`config.mk`:
```
export PLATFORM = sky130hd
export DESIGN_NAME = rw_turn_sched
export DESIGN_NICKNAME = d
export VERILOG_FILES = /design/src/rtl/rw_turn_pkg.sv /design/src/rtl/rw_read_tracker.sv /design/src/rtl/rw_cmd_gate.sv /design/src/rtl/rw_turn_sched.sv
export SDC_FILE = /design/constraint.sdc
export NUM_CORES = 1
export LEC_CHECK = 0
export BUFFER_PORTS_ARGS = -buffer_cell sky130_fd_sc_hd__buf_4
export CAP_MARGIN = 5
export CELL_PAD_IN_SITES_DETAIL_PLACEMENT = 0
export CELL_PAD_IN_SITES_GLOBAL_PLACEMENT = 1
export CORE_MARGIN = 10
export CORE_UTILIZATION = 35
export DETAILED_ROUTE_END_ITERATION = 8
export MAX_ROUTING_LAYER = met4
export PLACE_DENSITY = 0.85
export SLEW_MARGIN = 20
export SYNTH_ARGS = -nofsm -noshare
export SYNTH_HDL_FRONTEND = slang
export SYNTH_SLANG_ARGS = --single-unit
```
`constraint.sdc`:
```
create_clock -name clk -period 1.5 [get_ports clk]
set_clock_uncertainty 0.1 [all_clocks]
set_input_delay 0.3 -clock clk [delete_from_list [all_inputs] [get_ports clk]]
set_output_delay 0.3 -clock clk [all_outputs]
set_load 0.01 [all_outputs]
```
`src/rtl/rw_turn_pkg.sv`:
```
package rw_turn_pkg;

    typedef enum logic [2:0] {
        CMD_NOP   = 3'd0,
        CMD_READ  = 3'd1,
        CMD_WRITE = 3'd2,
        CMD_BWRITE = 3'd3,
        CMD_PRE   = 3'd4
    } cmd_e;

    // Number of data words in a burst for a given length code.
    function automatic int burst_words(input logic [1:0] code);
        return 1 << code;
    endfunction

endpackage

```
`src/rtl/rw_read_tracker.sv`:
```
// Keeps one bit per upcoming bus cycle that still carries an unmasked read word.
module rw_read_tracker #(
    parameter int MAX_CL = 3,
    parameter int MAX_BL = 8,
    localparam int WIN = MAX_CL + MAX_BL - 1,
    localparam int CLW = $clog2(MAX_CL + 1)
) (
    input  logic           clk,
    input  logic           rst_n,
    input  logic [CLW-1:0] cas_lat_i,
    input  logic [1:0]     burst_code_i,
    input  logic           rd_issue_i,
    input  logic           pre_issue_i,
    input  logic           wr_issue_i,
    input  logic           mask_i,
    output logic           bus_near_o
);
    import rw_turn_pkg::*;

    typedef struct packed {
        logic [WIN-1:0] due;    // bit i: word on the bus i cycles from now
        logic           prev;   // a word was on the bus last cycle
    } trk_t;

    trk_t trk_d, trk_q;
    logic [WIN-1:0] shifted;

    always_comb begin
        int lo;
        int hi;
        trk_d   = trk_q;
        shifted = trk_q.due >> 1;
        // Mask now hits the word two cycles ahead (index 1 after the shift).
        if (mask_i) begin
            shifted[1] = 1'b0;
        end
        lo = int'(cas_lat_i) - 1;
        hi = lo + burst_words(burst_code_i) - 1;
        trk_d.prev = trk_q.due[0];
        for (int i = 0; i < WIN; i++) begin
            if (wr_issue_i) begin
                trk_d.due[i] = 1'b0;
            end else if (rd_issue_i) begin
                trk_d.due[i] = (i < lo) ? shifted[i] : (i <= hi);
            end else if (pre_issue_i) begin
                trk_d.due[i] = (i < lo) ? shifted[i] : 1'b0;
            end else begin
                trk_d.due[i] = shifted[i];
            end
        end
    end

    always_ff @(posedge clk or negedge rst_n) begin
        if (!rst_n) begin
            trk_q <= '0;
        end else begin
            trk_q <= trk_d;
        end
    end

    assign bus_near_o = trk_q.prev | trk_q.due[0] | trk_q.due[1];

    AST_MASK_TWO_AHEAD: assert property (@(posedge clk) disable iff (!rst_n)
        (mask_i && !rd_issue_i) |=> !trk_q.due[1]);

    AST_CLEAR_ON_WRITE: assert property (@(posedge clk) disable iff (!rst_n)
        wr_issue_i |=> (trk_q.due == '0 && !trk_q.prev));

    AST_WRITE_BUS_QUIET: assert property (@(posedge clk) disable iff (!rst_n)
        wr_issue_i |-> (!trk_q.prev && trk_q.due[1:0] == 2'b00));

    AST_PRE_CUT: assert property (@(posedge clk) disable iff (!rst_n)
        (pre_issue_i && !rd_issue_i && !wr_issue_i && cas_lat_i != '0)
        |=> ((trk_q.due >> ($past(cas_lat_i) - 1'b1)) == '0));

endmodule

```
`src/rtl/rw_cmd_gate.sv`:
```
// Picks the command of this cycle and drives stall and mask pins.
module rw_cmd_gate #(
    parameter int MASK_W = 4
) (
    input  logic              clk,
    input  logic              rst_n,
    input  logic              rd_req_i,
    input  logic              pre_req_i,
    input  logic              wr_req_i,
    input  logic              wr_blk_i,
    input  logic [MASK_W-1:0] wr_mask_i,
    input  logic              bus_near_i,
    output rw_turn_pkg::cmd_e cmd_o,
    output logic [MASK_W-1:0] dqm_o,
    output logic              stall_o,
    output logic              rd_issue_o,
    output logic              pre_issue_o,
    output logic              wr_issue_o
);
    import rw_turn_pkg::*;

    logic wr_go;

    always_comb begin
        wr_go       = wr_req_i && !bus_near_i;
        stall_o     = wr_req_i && bus_near_i;
        rd_issue_o  = !wr_req_i && rd_req_i;
        pre_issue_o = !wr_req_i && !rd_req_i && pre_req_i;
        wr_issue_o  = wr_go;
        if (wr_go) begin
            cmd_o = wr_blk_i ? CMD_BWRITE : CMD_WRITE;
        end else if (wr_req_i) begin
            cmd_o = CMD_NOP;
        end else if (rd_req_i) begin
            cmd_o = CMD_READ;
        end else if (pre_req_i) begin
            cmd_o = CMD_PRE;
        end else begin
            cmd_o = CMD_NOP;
        end
        if (wr_go) begin
            dqm_o = wr_mask_i;
        end else if (stall_o) begin
            dqm_o = '1;
        end else begin
            dqm_o = '0;
        end
    end

    AST_STALL_HOLDS_NOP: assert property (@(posedge clk) disable iff (!rst_n)
        stall_o |-> (cmd_o == CMD_NOP && dqm_o == '1));

    AST_STALL_NEEDS_REQ: assert property (@(posedge clk) disable iff (!rst_n)
        !wr_req_i |-> !stall_o);

    AST_ONE_ISSUE: assert property (@(posedge clk) disable iff (!rst_n)
        $countones({rd_issue_o, pre_issue_o, wr_issue_o}) <= 1);

endmodule

```
`src/rtl/rw_turn_sched.sv`:
```
module rw_turn_sched #(
    parameter int MASK_W = 4,
    parameter int MAX_CL = 3,
    parameter int MAX_BL = 8
) (
    input  logic              clk,
    input  logic              rst_n,
    input  logic [1:0]        cas_lat_i,
    input  logic [1:0]        burst_code_i,
    input  logic              rd_req_i,
    input  logic              pre_req_i,
    input  logic              wr_req_i,
    input  logic              wr_blk_i,
    input  logic [MASK_W-1:0] wr_mask_i,
    output logic [2:0]        cmd_o,
    output logic [MASK_W-1:0] dqm_o,
    output logic              stall_o
);
    import rw_turn_pkg::*;

    cmd_e cmd;
    logic rd_issue, pre_issue, wr_issue, bus_near;

    rw_cmd_gate #(.MASK_W(MASK_W)) u_gate (
        .clk        (clk),
        .rst_n      (rst_n),
        .rd_req_i   (rd_req_i),
        .pre_req_i  (pre_req_i),
        .wr_req_i   (wr_req_i),
        .wr_blk_i   (wr_blk_i),
        .wr_mask_i  (wr_mask_i),
        .bus_near_i (bus_near),
        .cmd_o      (cmd),
        .dqm_o      (dqm_o),
        .stall_o    (stall_o),
        .rd_issue_o (rd_issue),
        .pre_issue_o(pre_issue),
        .wr_issue_o (wr_issue)
    );

    rw_read_tracker #(.MAX_CL(MAX_CL), .MAX_BL(MAX_BL)) u_trk (
        .clk         (clk),
        .rst_n       (rst_n),
        .cas_lat_i   (cas_lat_i),
        .burst_code_i(burst_code_i),
        .rd_issue_i  (rd_issue),
        .pre_issue_i (pre_issue),
        .wr_issue_i  (wr_issue),
        .mask_i      (stall_o),
        .bus_near_o  (bus_near)
    );

    assign cmd_o = cmd;

    AST_WRITE_AFTER_STALL_OR_FREE: assert property (@(posedge clk) disable iff (!rst_n)
        ($past(stall_o) && wr_req_i && !stall_o) |-> (cmd_o == 3'd2 || cmd_o == 3'd3));

endmodule

```
== After elaboration in Yosys (flattened, before gate mapping) ==
Index checks and enable logic that the tools add are counted.

* Logic and storage cells: 92
* Input bits: 14
* Output and inout port bits: 8
* Bits in registers: 11

* Bitwise operators: 2
* Magnitude comparators: 20
* Shift-type cells: 1
* $add $sub $neg: 3
* Reduce and logical (&&, ||, !) cells: 8
* Muxes and demuxes: 56

{| class="wikitable"
|+ Operators with widths
! operator !! number
|-
| $le A4 B32 Y1 const A || 4
|-
| $lt A4 B32 Y1 const A || 4
|-
| $le A3 B32 Y1 const A || 2
|-
| $le A5 B32 Y1 const A || 2
|-
| $lt A3 B32 Y1 const A || 2
|-
| $lt A5 B32 Y1 const A || 2
|-
| $mux W1 || 50
|-
| $add A32 B32 Y32 || 1
|-
| $le A1 B32 Y1 const A || 1
|-
| $le A2 B32 Y1 const A || 1
|-
| $lt A1 B32 Y1 const A || 1
|-
| $lt A2 B32 Y1 const A || 1
|-
| $shl A1 B2 Y32 const A || 1
|-
| $sub A32 B2 Y32 const B || 1
|-
| $mux W3 || 4
|-
| $mux W4 || 2
|-
| $logic_and A1 B1 Y1 || 5
|-
| $logic_not A1 Y1 || 3
|-
| $sub A2 B1 Y3 const B || 1
|-
| $or A1 B1 Y1 || 2
|}

== Logic depth before layout (Yosys ltp) ==
Gate-level depths: netlist of the first run.

* Depth after elaboration: 8
* Mapped depth: 12
* Gate-level depth less buffers: 12

== Modules after synthesis ==
A second synthesis of the first run with hierarchy kept.

* Cells, all modules: 117
* Area total of the unflattened synthesis: 1008.5 µm²

{| class="wikitable"
|+ Modules (own cells, without submodules)
! module !! cells an instance !! area an instance (µm²) !! seq. area each (µm²) !! times used
|-
| rw_read_tracker || 105 || 910.9 || 275.3 || 1
|-
| rw_cmd_gate || 12 || 97.6 || 0.0 || 1
|}

== Worst setup path after synthesis of the first run ==
No wires, ideal clock.

* Path type: in2reg
* Start: input port cas_lat_i[0]
* End: register u_trk.trk_q (netlist bit u_trk.shifted[0])
* Required time: 1259 ps
* Arrival time: 2871 ps
* Buffers on the path: 0
* Stages on the path: 11
* Library setup time: 141 ps
* Setup slack: -1612 ps
* Path through: inv_1 -> ha_1 -> or2_2 -> inv_1 -> fa_1 -> o21bai_1 -> ha_1 -> or4bb_2 -> o221a_2 -> and2b_2 -> a221oi_1

{| class="wikitable"
|+ RTL lines
! element !! RTL line !! source
|-
| start: declaration || rw_turn_sched.sv:8 || <nowiki>input logic [1:0] cas_lat_i,</nowiki>
|-
| end signal: assignment || rw_read_tracker.sv:57 || <nowiki>trk_q <= trk_d;</nowiki>
|-
| end: declaration || rw_read_tracker.sv:25 || <nowiki>trk_t trk_d, trk_q;</nowiki>
|}

==> results of run 1 <==
power by group through the flow:
stage                     Sequential (W)  Clock [W]  Combinational, W
after floorplan                 0.000352          0          0.000332
after global placement          0.000355          0          0.000568
after detailed placement        0.000356          0          0.000590
after CTS                       0.000354   0.000197          0.000711
after global routing            0.000359   0.000212          0.000831
final                           0.000355   0.000194          0.000760
registers in the layout, summed over array words and instances, names as in the netlist:
| signal | flops |
|---|---|
| u_trk.trk_d | 1 |
| u_trk.trk_q | 2 |
| u_trk.shifted | 8 |
what timing repair did:
action | 4_1_cts | 5_1_grt
hold endpoints to repair | 11 | 0
gates resized for setup | 30 | 9
hold buffers | 1 | 0
setup endpoints to repair | 17 | 17
gates cloned | 0 | 0
pin swaps | 12 | 9
buffers inserted | 6 | 1
worst register-to-register path, delay by kind of cell (launching register included):
family | cells | cell delay, ps
AND/OR/NAND/NOR | 2 | 590
buffers and inverters | 1 | 120
AO/OA/AOI/OAI | 2 | 330
flip-flops | 1 | 400
cell usage after synthesis, types with 2 or more instances:
cell type and n:
nand2_1 5, inv_1 10, or2_2 2, nand3_1 3
nor2b_1 2, clkbuf_1 2, o21bai_1 2, a21oi_1 9
o21a_1 5, and2_1 7, ha_1 12, dfrtp_1 11
nor2_1 3, o21ai_0 11, fa_1 2, nand2b_1 5
cells in the final DEF, fill, tap and decap left out, drive strengths merged, types with 3 or more instances in the layout:
cell type / count
buf: 51
ha: 12
dfrtp: 11
o21ai: 11
inv: 10
a21oi: 9
and2: 7
o21a: 5
nand2b: 5
nand2: 5
clkbuf: 4
nor2: 3
nand3: 3
final timing paths:
kind	from	to	slack, ps
max reg2reg	u_trk.trk_d[0]	u_trk.trk_q[3]	-160
min in group asynchronous	rst_n	u_trk.trk_q[0]	310
max	cas_lat_i[1]	u_trk.shifted[4]	-1370
min reg2reg	u_trk.shifted[4]	u_trk.shifted[3]	410
max in group asynchronous	rst_n	u_trk.shifted[0]	840
min	wr_req_i	u_trk.shifted[0]	150
cell type report:
type | count | area share [%]
inverter | 10 | 3.588
tap | 30 | 2.290
clock buffer | 4 | 1.603
multi-input combinational | 85 | 48.02
timing repair buffer | 52 | 27.71
sequential | 11 | 16.79
per-stage QoR:
stage                     cells  utilization [%]  worst slack [ps]  area (sq um)
after floorplan             109                -             -1436          1036
after global placement      182            55.16             -1663          1404
after detailed placement    182            55.16             -1758          1404
after CTS                   191            62.49             -1332          1590
after global routing        192            64.41             -1453          1639
final                       192            64.41             -1367          1639
per-layer routing:
layer	vias to the layer above	part of all wire (%)
met4	0	1.4
met1	464	37
met3	4	7.6
met2	29	54
met5	-	0
li1	487	-
logic make-up after synthesis:
logic type / synth area share, %
simple gates: 23.63
fa+ha+maj: 19.84
compound gates: 20.50
xor+xnor: 1.828
buf+inv: 5.484
flops: 28.72
==> metrics.md, run 1 <==
| Metric | Value |
|---|---|
| Async SR Flop Fraction | `100.0%` |
| Setup CP Type | `in2reg` |
| Mapped Area | `around 960 sq um` |
| Vias | `984` |
| Hold path cells | `2` |
| CTS H-tree lvls | `1` |
| CTS tree | `done` |
| Root buf cell | `clkbuf_4` |
| Die area | `0.005232 sq mm` |
| Core area | `0.002545 sq mm` |
| Syn avg cell area | `8.793 sq um` |
| Sequential area share after synthesis | `28.72%` |
| Rows | `18` |
| Antenna cell count | `0` |
| Die H | `between 70 and 80 um` |
| Syn_nets | `137` |
| Number of DRC markers in iteration 0 | `44` |
| Sequential power share | `a little over a quarter` |
| CP Buf/Inv Count | `4` |
| Unrepaired setup endpoints after global routing | `yes` |
| Max Slew Vio Count | `0` |
| Post-synth EDFFs | `0` |
| Max_slew headroom | `between 70% and 80%` |
| Drt total wl | `2775 um` |
| Setup WS post-layout | `-1367 ps` |
| Synth top area share | `28.72%` |
| Max-cap violation count | `0` |
| Synth Flop Type | `dfrtp_1` |
| Share of layout cells above drive strength 1 | `52.47%` |
| Total gr overflow | `0` |
| #FFs+latches synth | `11` |
| Grt met1 use | `between 10% and 20%` |
| Final Setup Violations | `17` |
| Worst skew pair latency | `250 ps` |
| Layout area overhead | `71.02%` |
| Tot Pwr | `0.001309 W` |
| TNS Setup | `-14570 ps` |
| Leakage | `0.7611 nW` |
| Required time worst endpoint | `1540 ps` |
| Clock-pin slew on the worst setup and hold paths | `roughly 70 ps` |
| CTS Sinks | `11` |
| P_sw | `0.0004506 W` |
| First-pass GRT wire length | `4519 um` |
| GRT Total Usage | `10.54%` |
| R2R depth | `5` |
| Max Root-Sink Buffers | `2` |
| Startpoint types | `input port` |
| PortBufs | `21` |
| Layout Nets | `191` |
| Crit path depth | `13` |
| Measured slew at the worst slew-check pin | `~410 ps` |
| Net Sw Frac | `34.43%` |
| Power Density | `798.4 mW/mm^2` |
| Num CTS Buffers | `3` |
| Crit end category | `flip-flop` |
| Failing checks | `setup timing` |
| Run status | `finished, violations left` |
| Clock Power Share | `14.8%` |
| HP Class | `in2reg` |
| Final hold slack | `between 100 and 150 ps` |
| I/O pin count | `22` |
| Final Hold Viols | `0` |
| Synth cell types | `34` |
| Number of fill cells | `199` |
| VDD IR max | `0.6203 mV` |
| Starting Density | `between 30% and 40%` |
| DRC Markers | `0` |
| CP max FO | `6` |
| CP max-delay cell | `or4bb_4` |
| Via density | `5.125` |
| Top post-synthesis cells by area | `dfrtp_1, ha_1, o21ai_0` |
| Seq. cell area | `275.3 sq um` |
| Logic gate share of total power | `58.1%` |
| Wire length per cell | `around 14 um` |
| Largest net degree at the start of global routing | `12` |
| Critical path arrival | `about 2900 ps` |
| Number of global-route vias before repair | `1017` |
| GRT busiest layer | `met2` |
| Post-DP HPWL | `2140 um` |
| TritonRoute pass-1 iters | `4` |
| Antenna violations before repair | `0` |
| Cell chain of the critical path | `buf_12, inv_16, ha_4, or2_4, inv_2, fa_1, o21bai_1, ha_1, buf_4, or4bb_4, o221a_4, and2b_4, a21oi_1` |
| Placer Congestion | `0.8475` |
| Final worst-path cycle share | `191.1%` |
| DRT antenna net count | `0` |
| Syn Inst Count | `109` |
| Minimum clock period | `around 2900 ps` |
| Yosys Warn Count | `0` |
| Multi-input logic area | `787.0 sq um` |
| Chip width | `72.33 um` |
| Top delay family on crit path | `simple AND/OR/NAND/NOR gates` |
| Max stage delay on crit path | `510 ps` |
| Synth area leader | `dfrtp_1` |
| Met3 Usage GRT | `2.585%` |
| Power Internal | `around 0.00086 W` |
| Routing usage on met2 | `19.34%` |
| Fmax | `0.3488 GHz` |
(Power assumes the default switching activity.)
==> run 2, diff against run 1 <==
- CELL_PAD_IN_SITES_DETAIL_PLACEMENT: 0 -> unset
- CELL_PAD_IN_SITES_GLOBAL_PLACEMENT: 1 -> unset
- CORE_UTILIZATION: 35 -> 47
- CTS_CLUSTER_DIAMETER: unset -> 50
==> run 2 against run 1 <==
Effect of this change:
- the run still ends with setup timing left
- fmax fell by 0.78%
- first-iteration DRC count increased by 120%
- utilization is 22 points higher
- routed wire length is 51% higher
- register-to-register slack got worse by 80 ps
- non-clock buffer count is 5 higher
- global-route usage increased by 6.8 points
- die area fell by 19%
- critical endpoint is now u_trk.shifted[7]
==> metrics.md, run 2 (synthesis gave the netlist of run 1 again) <==
| Metric | Value |
|---|---|
| DRC Markers | `0` |
| Core Util, Final | `a little under nine tenths` |
| Number of global-route vias before repair | `between 1k and 1.5k` |
| Top delay family on crit path | `adder cells` |
| Max Root-Sink Buffers | `2` |
| Share of layout cells above drive strength 1 | `a little over half` |
| Cell area after layout | `0.001670 sq mm` |
| Post-DP HPWL | `2141 um` |
| Number of DRC markers in iteration 0 | `97` |
| CTS H-tree lvls | `1` |
| CP Buf/Inv Count | `3` |
| Final Hold Viols | `0` |
| Run status | `finished, violations left` |
| Chip width | `65.16 um` |
| Layout Nets | `196` |
| Total gr overflow | `0` |
| Startpoint types | `input port` |
| Cell chain of the critical path | `buf_8, inv_6, ha_4, ha_4, inv_1, ha_1, a21oi_2, o21bai_1, ha_1, or4b_1, o221a_4, and2b_4, o21ai_1` |
| CTS Sinks | `11` |
| CP max FO | `6` |
| Crit end category | `flip-flop` |
| Die area | `about 0.0042 sq mm` |
| Core area | `0.001942 sq mm` |
| TritonRoute pass-1 iters | `4` |
| Worst skew pair latency | `slightly below 300 ps` |
| DRT antenna net count | `0` |
| CP max-delay cell | `or4b_1` |
| Largest net degree at the start of global routing | `12` |
| Rows | `16` |
| GRT Total Usage | `17.33%` |
| Max FFs per register | `8` |
| Leakage | `roughly 0.78 nW` |
| Measured slew at the worst slew-check pin | `roughly 500 ps` |
| PortBufs | `21` |
| Max stage delay on crit path | `490 ps` |
| I/O pin count | `22` |
| Required time worst endpoint | `1560 ps` |
| Critical path arrival | `2950 ps` |
| Power Density | `about 850 mW/mm^2` |
| Final Setup Violations | `17` |
| Seq. cell area | `275.3 sq um` |
| Number of fill cells | `90` |
| Failing checks | `setup timing` |
| Setup CP Type | `in2reg` |
| Antenna cell count | `0` |
| Multi-input logic area | `around 780 sq um` |
| Die H | `65.16 um` |
| Root buf cell | `clkbuf_4` |
| Clock-pin slew on the worst setup and hold paths | `70 ps` |
| Vias | `approximately 1.2k` |
| Most frequent cells in the layout | `buf_4, buf_6, dfrtp_1` |
| Commonest non-fill, non-tap cell in the layout | `buf_4` |
| DP Area | `0.001408 sq mm` |
| Starting Density | `49.36%` |
| Num CTS Buffers | `3` |
| Wire length per cell | `21.54 um` |
| HP Class | `in2reg` |
| Fmax | `roughly 0.35 GHz` |
| Final hold slack | `207.9 ps` |
| Setup WS post-layout | `-1390 ps` |
| First-pass GRT wire length | `between 5000 and 6000 um` |
| VDD IR max | `approximately 0.63 mV` |
| Drt total wl | `approximately 4200 um` |
| Minimum clock period | `2890 ps` |
| Max Slew Vio Count | `0` |
| Max-cap violation count | `0` |
| Unrepaired setup endpoints after global routing | `yes` |
| CTS tree | `done` |
| Max_slew headroom | `between 60% and 70%` |
| Layout area overhead | `74.28%` |
| Antenna violations before repair | `0` |
| Final worst-path cycle share | `192.6%` |
| Tot Pwr | `0.001416 W` |
| TNS Setup | `-15100 ps` |
| Via density | `approximately 6` |
| Placer Congestion | `0.9149` |
[run 2: changes by cell type in the layout (fill, tap and decap cells not counted)]
cell     change
a21oi_1      -1
or4b_4       -1
buf_8        +1
ha_2         +1
a21oi_2      +1
ha_4         -1
or4b_1       +1
buf_4        +4
[run 2: final timing paths]
kind                                   from               end  slack, ps  cells after the start
max                            cas_lat_i[0]  u_trk.shifted[7]      -1390                     13
min                                rd_req_i    u_trk.trk_d[0]        210                      3
max reg2reg                u_trk.shifted[0]    u_trk.trk_q[3]       -240                      5
min reg2reg                  u_trk.trk_d[0]    u_trk.trk_q[0]        410                      1
max in group asynchronous             rst_n  u_trk.shifted[5]        860                      2
min in group asynchronous             rst_n    u_trk.trk_q[0]        280                      2
[run 2: worst reg2reg max path, stage by stage, from the launching register on]
cell	delay, ps
dfrtp_1	410
or3_4	430
and2_4	160
buf_4	130
o21ai_0	270
o31ai_2	120
[run 2: through the flow]
step                      worst slack (ps)  std cells
after floorplan                      -1436        109
after global placement               -1639        180
after detailed placement             -1724        180
after CTS                            -1288        190
after global routing                 -1443        194
final                                -1390        194
[run 2: per-layer routing]
metal / track usage (%) / vias up / part of all wire (%)
met5: - / - / 0
met4: 9.893 / 0 / 4.3
met3: 3.390 / 17 / 8.5
met2: 30.05 / 80 / 51
met1: 17.99 / 565 / 37
li1: - / 500 / -
[run 2: timing repair]
item / CTS / global route
buffers inserted: 5 / 4
endpoints found under the setup margin: 17 / 17
hold buffers: 1 / 0
pin swaps: 13 / 6
endpoints found under the hold margin: 11 / 0
resized for setup: 28 / 12
[run 2: cell type report]
class                           instances  area share [%]
Clock buffer                            4           1.573
Timing Repair Buffer                   57           29.89
Multi-Input combinational cell         85           46.52
Tap cell                               27           2.022
Sequential cell                        11           16.48
Inverter                               10           3.521
[run 2: report_power, final]
part / internal, W / total, W / switching, W
registers: 0.000338 / 0.000359 / 0.0000215
clock network: 0.000103 / 0.000224 / 0.000121
logic: 0.000427 / 0.000832 / 0.000406
total: 0.000868 / 0.00142 / 0.000549
==> run 3, diff against run 2 <==
- CAP_MARGIN: 5 -> 10
- CORE_UTILIZATION: 47 -> 57
- PLACE_DENSITY: 0.85 -> 0.95
- clock period: 1.5 -> 3.61 ns (I/O delays scaled with it)
==> run 3 against run 2 <==
Effect of this change:
- the flow now finishes without violations
- critical path depth decreased by 1
- global-route usage decreased by 4.2 points
- first-iteration DRC count decreased by 69%
- hold slack got worse by 37 ps
- flip-flop and latch count unchanged
- die area decreased by 12%
- via count decreased by 24%
- critical path type unchanged
- critical endpoint is now u_trk.shifted[3]
- largest cell class unchanged
- largest power group unchanged
==> metrics.md, run 3 (synthesis gave the netlist of run 1 again) <==
| Metric | Value |
|---|---|
| Die H | `61.01 um` |
| DRC Markers | `0` |
| Core area | `0.001541 sq mm` |
| CTS H-tree lvls | `1` |
| Die area | `0.003722 sq mm` |
| Leakage | `approximately 0.6 nW` |
| Unrepaired setup endpoints after global routing | `no` |
| Core Util, Final | `78.81%` |
| PortBufs | `21` |
| Final Non-Filler Cells | `156` |
| Crit end category | `flip-flop` |
| Wire length per cell | `15.21 um` |
| Number of DRC markers in iteration 0 | `30` |
| Startpoint types | `input port` |
| R2R setup slack | `2060 ps` |
| Fmax | `0.2933 GHz` |
| Rows | `14` |
| Via density | `5.654` |
| Routed length on met2 | `1148 um` |
| Final Hold Viols | `0` |
| I/O pin count | `22` |
| Largest net degree at the start of global routing | `13` |
| HP Class | `in2async` |
| Total gr overflow | `0` |
| Critical path arrival | `3450 ps` |
| Commonest non-fill, non-tap cell in the layout | `buf_4` |
| Cts hold-fix bufs | `0` |
| Met3 wire len | `206 um` |
| R2r endpoint | `u_trk.trk_q[3]` |
| Final Setup Violations | `0` |
| Share of layout cells above drive strength 1 | `about 28%` |
| Clock-pin slew on the worst setup and hold paths | `70 ps` |
| Post-CTS Setup Bufs | `0` |
| Setup CP Type | `in2reg` |
| Worst skew pair latency | `270 ps` |
| VDD IR max | `0.2926 mV` |
| TNS Setup | `0 ps` |
| Minimum clock period | `3410 ps` |
| CTS Sinks | `11` |
| R2R depth | `4` |
| M1 WL | `1010 um` |
| Max stage delay on crit path | `600 ps` |
| Number of global-route vias before repair | `around 840` |
| TritonRoute pass-1 iters | `4` |
| CTS tree | `done` |
| Antenna violations before repair | `0` |
| Max-cap violation count | `0` |
| Max Slew Vio Count | `0` |
| Layout Nets | `around 170` |
| Most frequent cells in the layout | `buf_4, ha_1, o21ai_0, dfrtp_1, inv_1` |
| Measured slew at the worst slew-check pin | `approximately 430 ps` |
| Layout area overhead | `26.76%` |
| CP max FO | `6` |
| Num CTS Buffers | `3` |
| Uppermost layer routed | `met4` |
| Worst reg2reg startpoint | `u_trk.shifted[0]` |
| Cell chain of the critical path | `buf_4, inv_1, ha_1, or2_2, inv_1, fa_1, o21bai_1, ha_1, or4bb_2, o221a_2, and2b_2, o21ai_0` |
| Root buf cell | `clkbuf_4` |
| Starting Density | `62.18%` |
| Antenna cell count | `0` |
| # resized after CTS | `0` |
| Max_slew headroom | `71.39%` |
| GRT Total Usage | `a little over an eighth` |
| Drt total wl | `~2400 um` |
| Run status | `completed` |
| Max FFs per register | `8` |
| DRT antenna net count | `0` |
| Post-DP HPWL | `1986 um` |
| # placed instances | `152` |
| CP max-delay cell | `or4bb_2` |
| Required time worst endpoint | `3650 ps` |
| Placer Congestion | `0.9189` |
| Vias | `slightly below 900` |
| Max Root-Sink Buffers | `2` |
| Chip width | `approximately 61 um` |
| Final worst-path cycle share | `94.45%` |
| First-pass GRT wire length | `between 3000 and 4000 um` |
| Power Density | `~350 mW/mm^2` |
| Final hold slack | `171.2 ps` |
## run 3: layout make-up
class                   count  area, sq um
flip-flops and latches     11        275.3
inverters                  10        37.54
fillers                   101        326.6
repair buffers             30        225.2
well taps                  16        20.02
clock buffers               4        26.28
multi-input cells          85        630.6
## run 3: worst max-delay path by stage
| stage | from | endpoint | slack, ps | cells past startpoint |
|---|---|---|---|---|
| after floorplan | cas_lat_i[0] | u_trk.shifted[0] | 80 | 11 |
| after global placement | cas_lat_i[0] | u_trk.trk_q[3] | -10 | 12 |
| after global routing | cas_lat_i[1] | u_trk.shifted[2] | 40 | 13 |
| after CTS | cas_lat_i[0] | u_trk.shifted[0] | 200 | 12 |
| after detailed placement | cas_lat_i[0] | u_trk.shifted[0] | -80 | 12 |
| final | cas_lat_i[0] | u_trk.shifted[3] | 200 | 12 |
## run 3: routing by layer
layer  track usage, %  vias to the layer above
li1                 -                      442
met1            14.17                      408
met2            22.56                       30
met3            5.010                        2
met4            2.194                        0
met5                -                        -
## run 3: where the power goes
part           leakage (nW)  internal [W]   total, W  switching, W
Clock                0.0150     0.0000428  0.0000828     0.0000400
Combinational         0.441     0.0000906   0.000191      0.000100
Sequential            0.145      0.000140   0.000147    0.00000703
## run 3: critical path, delay by kind of cell
kind	cells	cell delay (ps)
and+or+nand+nor	3	1180
adders and majority gates	3	900
AOI/OAI and AO/OA	3	420
buffers and inverters	3	210
## run 3: per-stage QoR
stage / power (W) / setup slack, ps / cell area, sq um
3_5_place_dp: 0.0003389 / -75.43 / 1189
5_1_grt: 0.0004512 / 43.94 / 1215
3_3_place_gp: 0.0003284 / -11.97 / 1189
6_report: 0.0004213 / 200.2 / 1215
4_1_cts: 0.0004199 / 204.1 / 1215
2_1_floorplan: 0.0002687 / 76.27 / 958.4
